===== src/rtl/tmr_pkg.sv =====
package tmr_pkg;
    localparam int N_EVT = 3;
    localparam int EV_OVF = 0;
    localparam int EV_CMP = 1;
    localparam int EV_CAP = 2;

    localparam logic [2:0] A_CTRL  = 3'd0;
    localparam logic [2:0] A_COUNT = 3'd1;
    localparam logic [2:0] A_CMP   = 3'd2;
    localparam logic [2:0] A_CAPT  = 3'd3;
    localparam logic [2:0] A_FLAGS = 3'd4;
    localparam logic [2:0] A_MASK  = 3'd5;

    typedef enum logic [1:0] {
        WAVE_OFF    = 2'b00,
        WAVE_TOGGLE = 2'b01,
        WAVE_CLEAR  = 2'b10,
        WAVE_SET    = 2'b11
    } wave_mode_e;

    typedef enum logic {
        Q_SETTLED = 1'b0,
        Q_PENDING = 1'b1
    } qual_state_e;

    typedef struct packed {
        logic       filt_en;
        logic       fall_edge;
        wave_mode_e wave_mode;
        logic       clr_on_match;
    } ctrl_t;
endpackage


===== src/rtl/tmr_count_unit.sv =====
module tmr_count_unit
    import tmr_pkg::*;
#(
    parameter int CNT_W = 16
) (
    input  logic             clk,
    input  logic             rst_n,
    input  logic             tick_i,
    input  logic             cnt_wr_i,
    input  logic             cmp_wr_i,
    input  logic [CNT_W-1:0] wdata_i,
    input  logic             clr_on_match_i,
    input  wave_mode_e       wave_mode_i,
    output logic [CNT_W-1:0] count_o,
    output logic [CNT_W-1:0] cmp_o,
    output logic             ovf_evt_o,
    output logic             cmp_evt_o,
    output logic             wave_o
);
    localparam logic [CNT_W-1:0] CNT_MAX = '1;

    logic [CNT_W-1:0] cnt_q, cnt_d, cmp_q;
    logic             wave_q;
    logic             step_en;

    assign step_en   = tick_i & ~cnt_wr_i;
    assign ovf_evt_o = step_en && (cnt_q == CNT_MAX);
    assign cmp_evt_o = step_en && (cnt_q == cmp_q);

    always_comb begin
        cnt_d = cnt_q;
        if (cnt_wr_i)
            cnt_d = wdata_i;
        else if (step_en) begin
            if (clr_on_match_i && cmp_evt_o)
                cnt_d = '0;
            else
                cnt_d = cnt_q + CNT_W'(1);
        end
    end

    always_ff @(posedge clk) begin
        if (!rst_n) begin
            cnt_q  <= '0;
            cmp_q  <= '0;
            wave_q <= 1'b0;
        end else begin
            cnt_q <= cnt_d;
            if (cmp_wr_i)
                cmp_q <= wdata_i;
            if (cmp_evt_o) begin
                unique case (wave_mode_i)
                    WAVE_TOGGLE: wave_q <= ~wave_q;
                    WAVE_CLEAR:  wave_q <= 1'b0;
                    WAVE_SET:    wave_q <= 1'b1;
                    WAVE_OFF:    wave_q <= wave_q;
                endcase
            end
        end
    end

    assign count_o = cnt_q;
    assign cmp_o   = cmp_q;
    assign wave_o  = (wave_mode_i != WAVE_OFF) && wave_q;

    // plain step
    a_r1_count_step: assert property (@(posedge clk) disable iff (!rst_n)
        (tick_i && !cnt_wr_i && cnt_q != CNT_MAX && !(clr_on_match_i && cnt_q == cmp_q))
        |=> cnt_q == $past(cnt_q) + CNT_W'(1));
    // wrap to zero
    a_r2_wrap_zero: assert property (@(posedge clk) disable iff (!rst_n)
        (tick_i && !cnt_wr_i && cnt_q == CNT_MAX) |=> cnt_q == '0);
    // restart on match
    a_r4_clear_on_match: assert property (@(posedge clk) disable iff (!rst_n)
        (tick_i && !cnt_wr_i && clr_on_match_i && cnt_q == cmp_q) |=> cnt_q == '0);
    // set mode drives the pin high
    a_r5_set_mode: assert property (@(posedge clk) disable iff (!rst_n)
        (cmp_evt_o && wave_mode_i == WAVE_SET) |=> wave_q);
    // a load wins over a tick
    a_r11_load_wins: assert property (@(posedge clk) disable iff (!rst_n)
        cnt_wr_i |=> cnt_q == $past(wdata_i));
endmodule


===== src/rtl/tmr_cap_unit.sv =====
module tmr_cap_unit
    import tmr_pkg::*;
#(
    parameter int CNT_W    = 16,
    parameter int FILT_LEN = 4
) (
    input  logic             clk,
    input  logic             rst_n,
    input  logic             pin_i,
    input  logic             filt_en_i,
    input  logic             fall_edge_i,
    input  logic [CNT_W-1:0] count_i,
    output logic [CNT_W-1:0] capt_o,
    output logic             cap_evt_o
);
    localparam int RUN_W = (FILT_LEN < 2) ? 1 : $clog2(FILT_LEN + 1);
    localparam logic [RUN_W-1:0] RUN_LAST = RUN_W'(FILT_LEN - 1);

    logic             s1_q, s2_q, lvl_q;
    qual_state_e      state_q, state_d;
    logic [RUN_W-1:0] run_q, run_d;
    logic [CNT_W-1:0] capt_q;
    logic             differ, accept;

    assign differ    = s2_q ^ lvl_q;
    assign accept    = differ && (!filt_en_i || run_q == RUN_LAST);
    assign cap_evt_o = accept && (fall_edge_i ? !s2_q : s2_q);

    // state register
    always_ff @(posedge clk) begin
        if (!rst_n) begin
            state_q <= Q_SETTLED;
            run_q   <= '0;
        end else begin
            state_q <= state_d;
            run_q   <= run_d;
        end
    end

    always_comb begin
        state_d = state_q;
        run_d   = run_q;
        unique case (state_q)
            Q_SETTLED: begin
                if (differ && !accept) begin
                    state_d = Q_PENDING;
                    run_d   = RUN_W'(1);
                end else
                    run_d = '0;
            end
            Q_PENDING: begin
                if (!differ || accept) begin
                    state_d = Q_SETTLED;
                    run_d   = '0;
                end else
                    run_d = run_q + RUN_W'(1);
            end
        endcase
    end

    // outputs: synchronizer, accepted level, capture register
    always_ff @(posedge clk) begin
        if (!rst_n) begin
            s1_q   <= 1'b0;
            s2_q   <= 1'b0;
            lvl_q  <= 1'b0;
            capt_q <= '0;
        end else begin
            s1_q <= pin_i;
            s2_q <= s1_q;
            if (accept)
                lvl_q <= s2_q;
            if (cap_evt_o)
                capt_q <= count_i;
        end
    end

    assign capt_o = capt_q;

    // captured value is the count seen with the event
    a_r6_capture_value: assert property (@(posedge clk) disable iff (!rst_n)
        cap_evt_o |=> capt_q == $past(count_i));

    generate
        if (FILT_LEN > 1) begin : g_filt_chk
            // a filtered acceptance follows a steady sample
            a_r7_filter_steady: assert property (@(posedge clk) disable iff (!rst_n)
                (filt_en_i && $past(filt_en_i) && accept) |-> ($past(s2_q) == s2_q));
        end
    endgenerate
endmodule


===== src/rtl/tmr_flag_bank.sv =====
module tmr_flag_bank #(
    parameter int N = 3
) (
    input  logic         clk,
    input  logic         rst_n,
    input  logic [N-1:0] set_i,
    input  logic [N-1:0] clr_i,
    input  logic         mask_wr_i,
    input  logic [N-1:0] mask_data_i,
    output logic [N-1:0] flags_o,
    output logic [N-1:0] mask_o,
    output logic         irq_o
);
    logic [N-1:0] flags_q, mask_q;

    always_ff @(posedge clk) begin
        if (!rst_n) begin
            flags_q <= '0;
            mask_q  <= '0;
        end else begin
            flags_q <= (flags_q & ~clr_i) | set_i;
            if (mask_wr_i)
                mask_q <= mask_data_i;
        end
    end

    assign flags_o = flags_q;
    assign mask_o  = mask_q;
    assign irq_o   = |(flags_q & mask_q);

    // hardware set beats software clear
    a_r9_set_wins: assert property (@(posedge clk) disable iff (!rst_n)
        (|set_i) |=> ((flags_q & $past(set_i)) == $past(set_i)));
    // flags only fall through a write of one
    a_r8_sticky: assert property (@(posedge clk) disable iff (!rst_n)
        (|flags_q) |=> ((($past(flags_q) & ~$past(clr_i)) & ~flags_q) == '0));
endmodule


===== src/rtl/evt_timer.sv =====
module evt_timer
    import tmr_pkg::*;
#(
    parameter int CNT_W    = 16,
    parameter int FILT_LEN = 4
) (
    input  logic             clk,
    input  logic             rst_n,
    input  logic             tick_i,
    input  logic             wr_en_i,
    input  logic [2:0]       wr_addr_i,
    input  logic [CNT_W-1:0] wr_data_i,
    input  logic [2:0]       rd_addr_i,
    output logic [CNT_W-1:0] rd_data_o,
    input  logic             cap_pin_i,
    output logic             wave_o,
    output logic             irq_o
);
    localparam int CTRL_W = $bits(ctrl_t);

    ctrl_t            ctrl_q;
    logic [CNT_W-1:0] count, cmp_val, capt;
    logic             ovf_evt, cmp_evt, cap_evt;
    logic [N_EVT-1:0] flags, mask, set_vec, clr_vec;
    logic             wr_ctrl, wr_cnt, wr_cmp, wr_flags, wr_mask;

    assign wr_ctrl  = wr_en_i && (wr_addr_i == A_CTRL);
    assign wr_cnt   = wr_en_i && (wr_addr_i == A_COUNT);
    assign wr_cmp   = wr_en_i && (wr_addr_i == A_CMP);
    assign wr_flags = wr_en_i && (wr_addr_i == A_FLAGS);
    assign wr_mask  = wr_en_i && (wr_addr_i == A_MASK);

    always_ff @(posedge clk) begin
        if (!rst_n)
            ctrl_q <= '0;
        else if (wr_ctrl)
            ctrl_q <= ctrl_t'(wr_data_i[CTRL_W-1:0]);
    end

    tmr_count_unit #(.CNT_W(CNT_W)) u_count (
        .clk            (clk),
        .rst_n          (rst_n),
        .tick_i         (tick_i),
        .cnt_wr_i       (wr_cnt),
        .cmp_wr_i       (wr_cmp),
        .wdata_i        (wr_data_i),
        .clr_on_match_i (ctrl_q.clr_on_match),
        .wave_mode_i    (ctrl_q.wave_mode),
        .count_o        (count),
        .cmp_o          (cmp_val),
        .ovf_evt_o      (ovf_evt),
        .cmp_evt_o      (cmp_evt),
        .wave_o         (wave_o)
    );

    tmr_cap_unit #(.CNT_W(CNT_W), .FILT_LEN(FILT_LEN)) u_cap (
        .clk         (clk),
        .rst_n       (rst_n),
        .pin_i       (cap_pin_i),
        .filt_en_i   (ctrl_q.filt_en),
        .fall_edge_i (ctrl_q.fall_edge),
        .count_i     (count),
        .capt_o      (capt),
        .cap_evt_o   (cap_evt)
    );

    always_comb begin
        set_vec         = '0;
        set_vec[EV_OVF] = ovf_evt;
        set_vec[EV_CMP] = cmp_evt;
        set_vec[EV_CAP] = cap_evt;
    end
    assign clr_vec = wr_flags ? wr_data_i[N_EVT-1:0] : '0;

    tmr_flag_bank #(.N(N_EVT)) u_flags (
        .clk         (clk),
        .rst_n       (rst_n),
        .set_i       (set_vec),
        .clr_i       (clr_vec),
        .mask_wr_i   (wr_mask),
        .mask_data_i (wr_data_i[N_EVT-1:0]),
        .flags_o     (flags),
        .mask_o      (mask),
        .irq_o       (irq_o)
    );

    always_comb begin
        unique case (rd_addr_i)
            A_CTRL:  rd_data_o = {{(CNT_W-CTRL_W){1'b0}}, ctrl_q};
            A_COUNT: rd_data_o = count;
            A_CMP:   rd_data_o = cmp_val;
            A_CAPT:  rd_data_o = capt;
            A_FLAGS: rd_data_o = {{(CNT_W-N_EVT){1'b0}}, flags};
            A_MASK:  rd_data_o = {{(CNT_W-N_EVT){1'b0}}, mask};
            default: rd_data_o = '0;
        endcase
    end

    // interrupt rises only after a masked flag is recorded
    a_r10_irq_source: assert property (@(posedge clk) disable iff (!rst_n)
        $rose(irq_o) |-> $past(|set_vec) || $past(wr_mask));
endmodule


===== config.mk =====
export PLATFORM = sky130hd
export DESIGN_NAME = evt_timer
export DESIGN_NICKNAME = d
export VERILOG_FILES = /design/src/rtl/tmr_pkg.sv /design/src/rtl/tmr_count_unit.sv /design/src/rtl/tmr_cap_unit.sv /design/src/rtl/tmr_flag_bank.sv /design/src/rtl/evt_timer.sv
export SDC_FILE = /design/constraint.sdc
export NUM_CORES = 1
export LEC_CHECK = 0
export ABC_AREA = 0
export ABC_CLOCK_PERIOD_IN_PS = 2850
export BUFFER_PORTS_ARGS = -buffer_cell sky130_fd_sc_hd__buf_2
export CORE_MARGIN = 8
export CORE_UTILIZATION = 35
export CTS_BUF_LIST = sky130_fd_sc_hd__clkbuf_4
export CTS_CLUSTER_DIAMETER = 30
export CTS_CLUSTER_SIZE = 14
export DETAILED_ROUTE_END_ITERATION = 10
export GPL_TIMING_DRIVEN = 0
export PLACE_DENSITY = 0.59
export SLEW_MARGIN = 20
export SYNTH_ARGS = -nofsm -noshare
export SYNTH_HDL_FRONTEND = slang
export SYNTH_HIERARCHICAL = 1
export SYNTH_SLANG_ARGS = --single-unit

===== constraint.sdc =====
create_clock -name clk -period 2.85 [get_ports clk]
set_clock_uncertainty 0.2 [all_clocks]
set_input_delay 0.1425 -clock clk [delete_from_list [all_inputs] [get_ports clk]]
set_output_delay 0.1425 -clock clk [all_outputs]
set_load 0.05 [all_outputs]

==> impl_metrics.yaml <==
drt:
  drt-wirelength-per-cell_um: 17.0
  ant_nets: 0
  wl_um: 10500
  first_pass_iters: 4
  drc: 0
  vias_per_cell: 5.13
  drt_iter0_markers: 251
  dr_total_vias: 3175
yosys:
  postSynthNetCount: 436
  syn_inst: 406
  synth.area.top_cells: "dfxtp_1, mux2i_1, xor2_1, nand2_1, nor3b_1"
  ys_seq_area_frac: 0.362
  synth-main-ff-cell: "dfxtp_1"
  synth.distinct_cells: 43
  synth_top_area_cell: "dfxtp_1"
  synth_common_cells: "dfxtp_1, mux2i_1, nand2_1"
  ys_ff_latch: 67
  yosysMostFrequentCell: "dfxtp_1"
  synth_edf_count: 0
  avgSynthCellArea_um2: 9.13
  synth-async-reset-ratio: 0
  synth_top_area_frac: 0.362
  syn_area_um2: 3700
  yosysWarnings: 6
run_status:
  status: "complete, no violations"
cts:
  cts_made_buffers: 9
  h-tree-depth: 3
  holdBufCountCts: 20
  cts.path.max_buffers: 2
  clkSlewWorstSetupHoldPaths_ns: 0.11
  post_cts_buffers: 0
  root_buffer: "clkbuf_4"
  cts_tree: "built"
  clock_sinks: 67
  post_cts_resized: 0
  clk_latency_ns: 0.41
global_route:
  grt_usage: 0.151
  grt_start_max_net_pins: 16
  grt_pass1_vias: 3258
  grt_pass1_wl_um: 17300
  gr-total-overflow: 0
  grt_antenna_before_repair: 0
floorplan:
  coreArea_um2: 10300
  ioPinCount: 45
  die_h_um: 119
  die_area_um2: 14100
  initial_core_util: 0.359
  floorplan.rows: 37
  die-width_um: 119
critical_path:
  r2r-start: "u_count/count_o[13]"
  reg2regPathDepth: 6
  cp-start-kind: "register"
  r2r-end: "u_count/count_o[13]"
  critPathKind: "reg -> reg"
  crit_arrival_ns: 2.45
  crit_path_end: "u_count/count_o[13]"
  crit_fanout: 10
  cp_cell_sequence: "xor2_1, nor4_2, nand4_2, o311ai_4, buf_6, o22ai_1"
  cp-end-kind: "register"
  cp_slowest_cell: "dfxtp_1"
  required_ns: 2.92
  rrSetupSlack_ns: 0.47
  crit_path_start: "u_count/count_o[13]"
  slowest_delay_ns: 0.50
min_path:
  hp-start: "wr_addr_i[1]"
  hold_class: "in -> reg"
timing:
  finalCritPeriodShare: 0.834
  maxSlewHeadroom: 0.528
  setup_tns_ns: 0
  max_slew.worst_pin.slew_ns: 0.703
  rsz0062_at_grt: "no"
  slew_violations: 0
  hold_violations: 0
  setup_viol: 0
  fin_crit_ns: 2.38
  timing.fmax_ghz: 0.421
run:
  maxCapViolCount: 0
layout:
  antenna_cells: 0
  post-route-util: 0.425
  synthToLayoutAreaGrowth_pct: 18.4
  drive_gt1_frac: 0.180
  final_nets: 508
  nFillCells: 1062
pwr:
  ir_drop_mv: 0.224
  total_leakage_power_uw: 0.00169
  power.density_nw_per_um2: 408
placement:
  gp_congestion: 0.835
  post-dp-hpwl_um: 7660
  io_buffers: 41
-- final cells by class --
cell class | instances | area [µm²] | share of cell area
plain buffers | 28 | 151 | 0.0345
clock buffers | 12 | 90.1 | 0.0205
clock inverters | 4 | 17.5 | 0.00399
inverters | 8 | 30.0 | 0.00684
multi-input cells | 303 | 2180 | 0.497
flip-flops and latches | 67 | 1340 | 0.306
well taps | 136 | 170 | 0.0388
repair buffers | 61 | 405 | 0.0924
-- worst max-delay path, delay by kind of cell, from the launching register on --
| kind | cells | cell delay (ns) |
|---|---|---|
| buffers and inverters | 1 | 0.22 |
| and+or+nand+nor | 2 | 0.60 |
| xor gates and xnor gates | 1 | 0.14 |
| DFF | 1 | 0.50 |
| AOI/OAI and AO/OA | 2 | 0.58 |
-- report_power, final --
group          switching [µW]  total, µW  internal, µW
sequential               27.8        986           958
clock                     333        534           201
combinational             155        269           115
total                     515       1790          1270
-- layout by cell type (no fill, tap or decap), drive strengths merged, types with 5 or more instances in the layout --
cell type    count
xnor2            5
mux2            11
clkbuf          28
dfxtp           67
dlygate4sd3     20
a21oi           18
o21a             7
nor3b           17
a22oi           11
nand3            9
mux2i           47
nor2b           18
and2             5
nand2           42
buf             53
nor2            33
inv              8
o22ai           16
xor2            26
-- metrics by stage --
stage          setup slack [ns]  cells  power [µW]  hold slack [ns]  area [µm²]
2_1_floorplan             0.876    406        1170           0.0600        3700
3_3_place_gp              0.484    583        1250            0.153        4080
3_5_place_dp              0.492    583        1250            0.159        4080
4_1_cts                   0.479    619        1810           0.0206        4390
5_1_grt                   0.328    619        1880           0.0354        4390
6_report                  0.473    619        1790           0.0412        4390
-- routing by layer --
layer	vias to the layer above	track usage	wire (µm)
li1	1573	-	-
met1	1503	0.197	4940
met2	87	0.240	4810
met3	12	0.0420	606
met4	0	0.0419	148
met5	-	0	0
-- registers in the layout (all words and copies together) (netlist names) --
signal,cells
u_cap/s1_q,1
ctrl_q,5
u_cap/run_q,3
u_cap/lvl_q,1
u_flags/mask_o,3
u_cap/capt_o,16
u_count/wave_q,1
u_count/cmp_o,16
u_cap/state_q,1
u_cap/s2_q,1
u_count/count_o,16
u_flags/flags_o,3
-- worst min path at each step --
stage,to,slack [ns],cells past startpoint
final,u_flags/mask_o[1],0.04,4
after global routing,u_flags/mask_o[2],0.04,4
after CTS,u_flags/mask_o[1],0.02,4
after detailed placement,u_cap/s1_q,0.16,2
after global placement,u_cap/s1_q,0.15,2
after floorplan,u_flags/flags_o[0],0.06,1
-- cells by family (layout without fill, tap and decap cells) --
| group | Yosys count | count (layout) | share of synthesized area |
|---|---|---|---|
| flip-flops | 67 | 67 | 0.362 |
| AND/OR/NAND/NOR | 151 | 151 | 0.223 |
| XOR/XNOR | 31 | 31 | 0.0733 |
| adder cells (fa/ha/maj) | 3 | 3 | 0.0101 |
| multiplexers | 60 | 60 | 0.173 |
| AO/OA/AOI/OAI | 58 | 58 | 0.110 |
| buffers and inverters | 36 | 113 | 0.0490 |
Note: power is estimated with default switching activity, not from simulation.
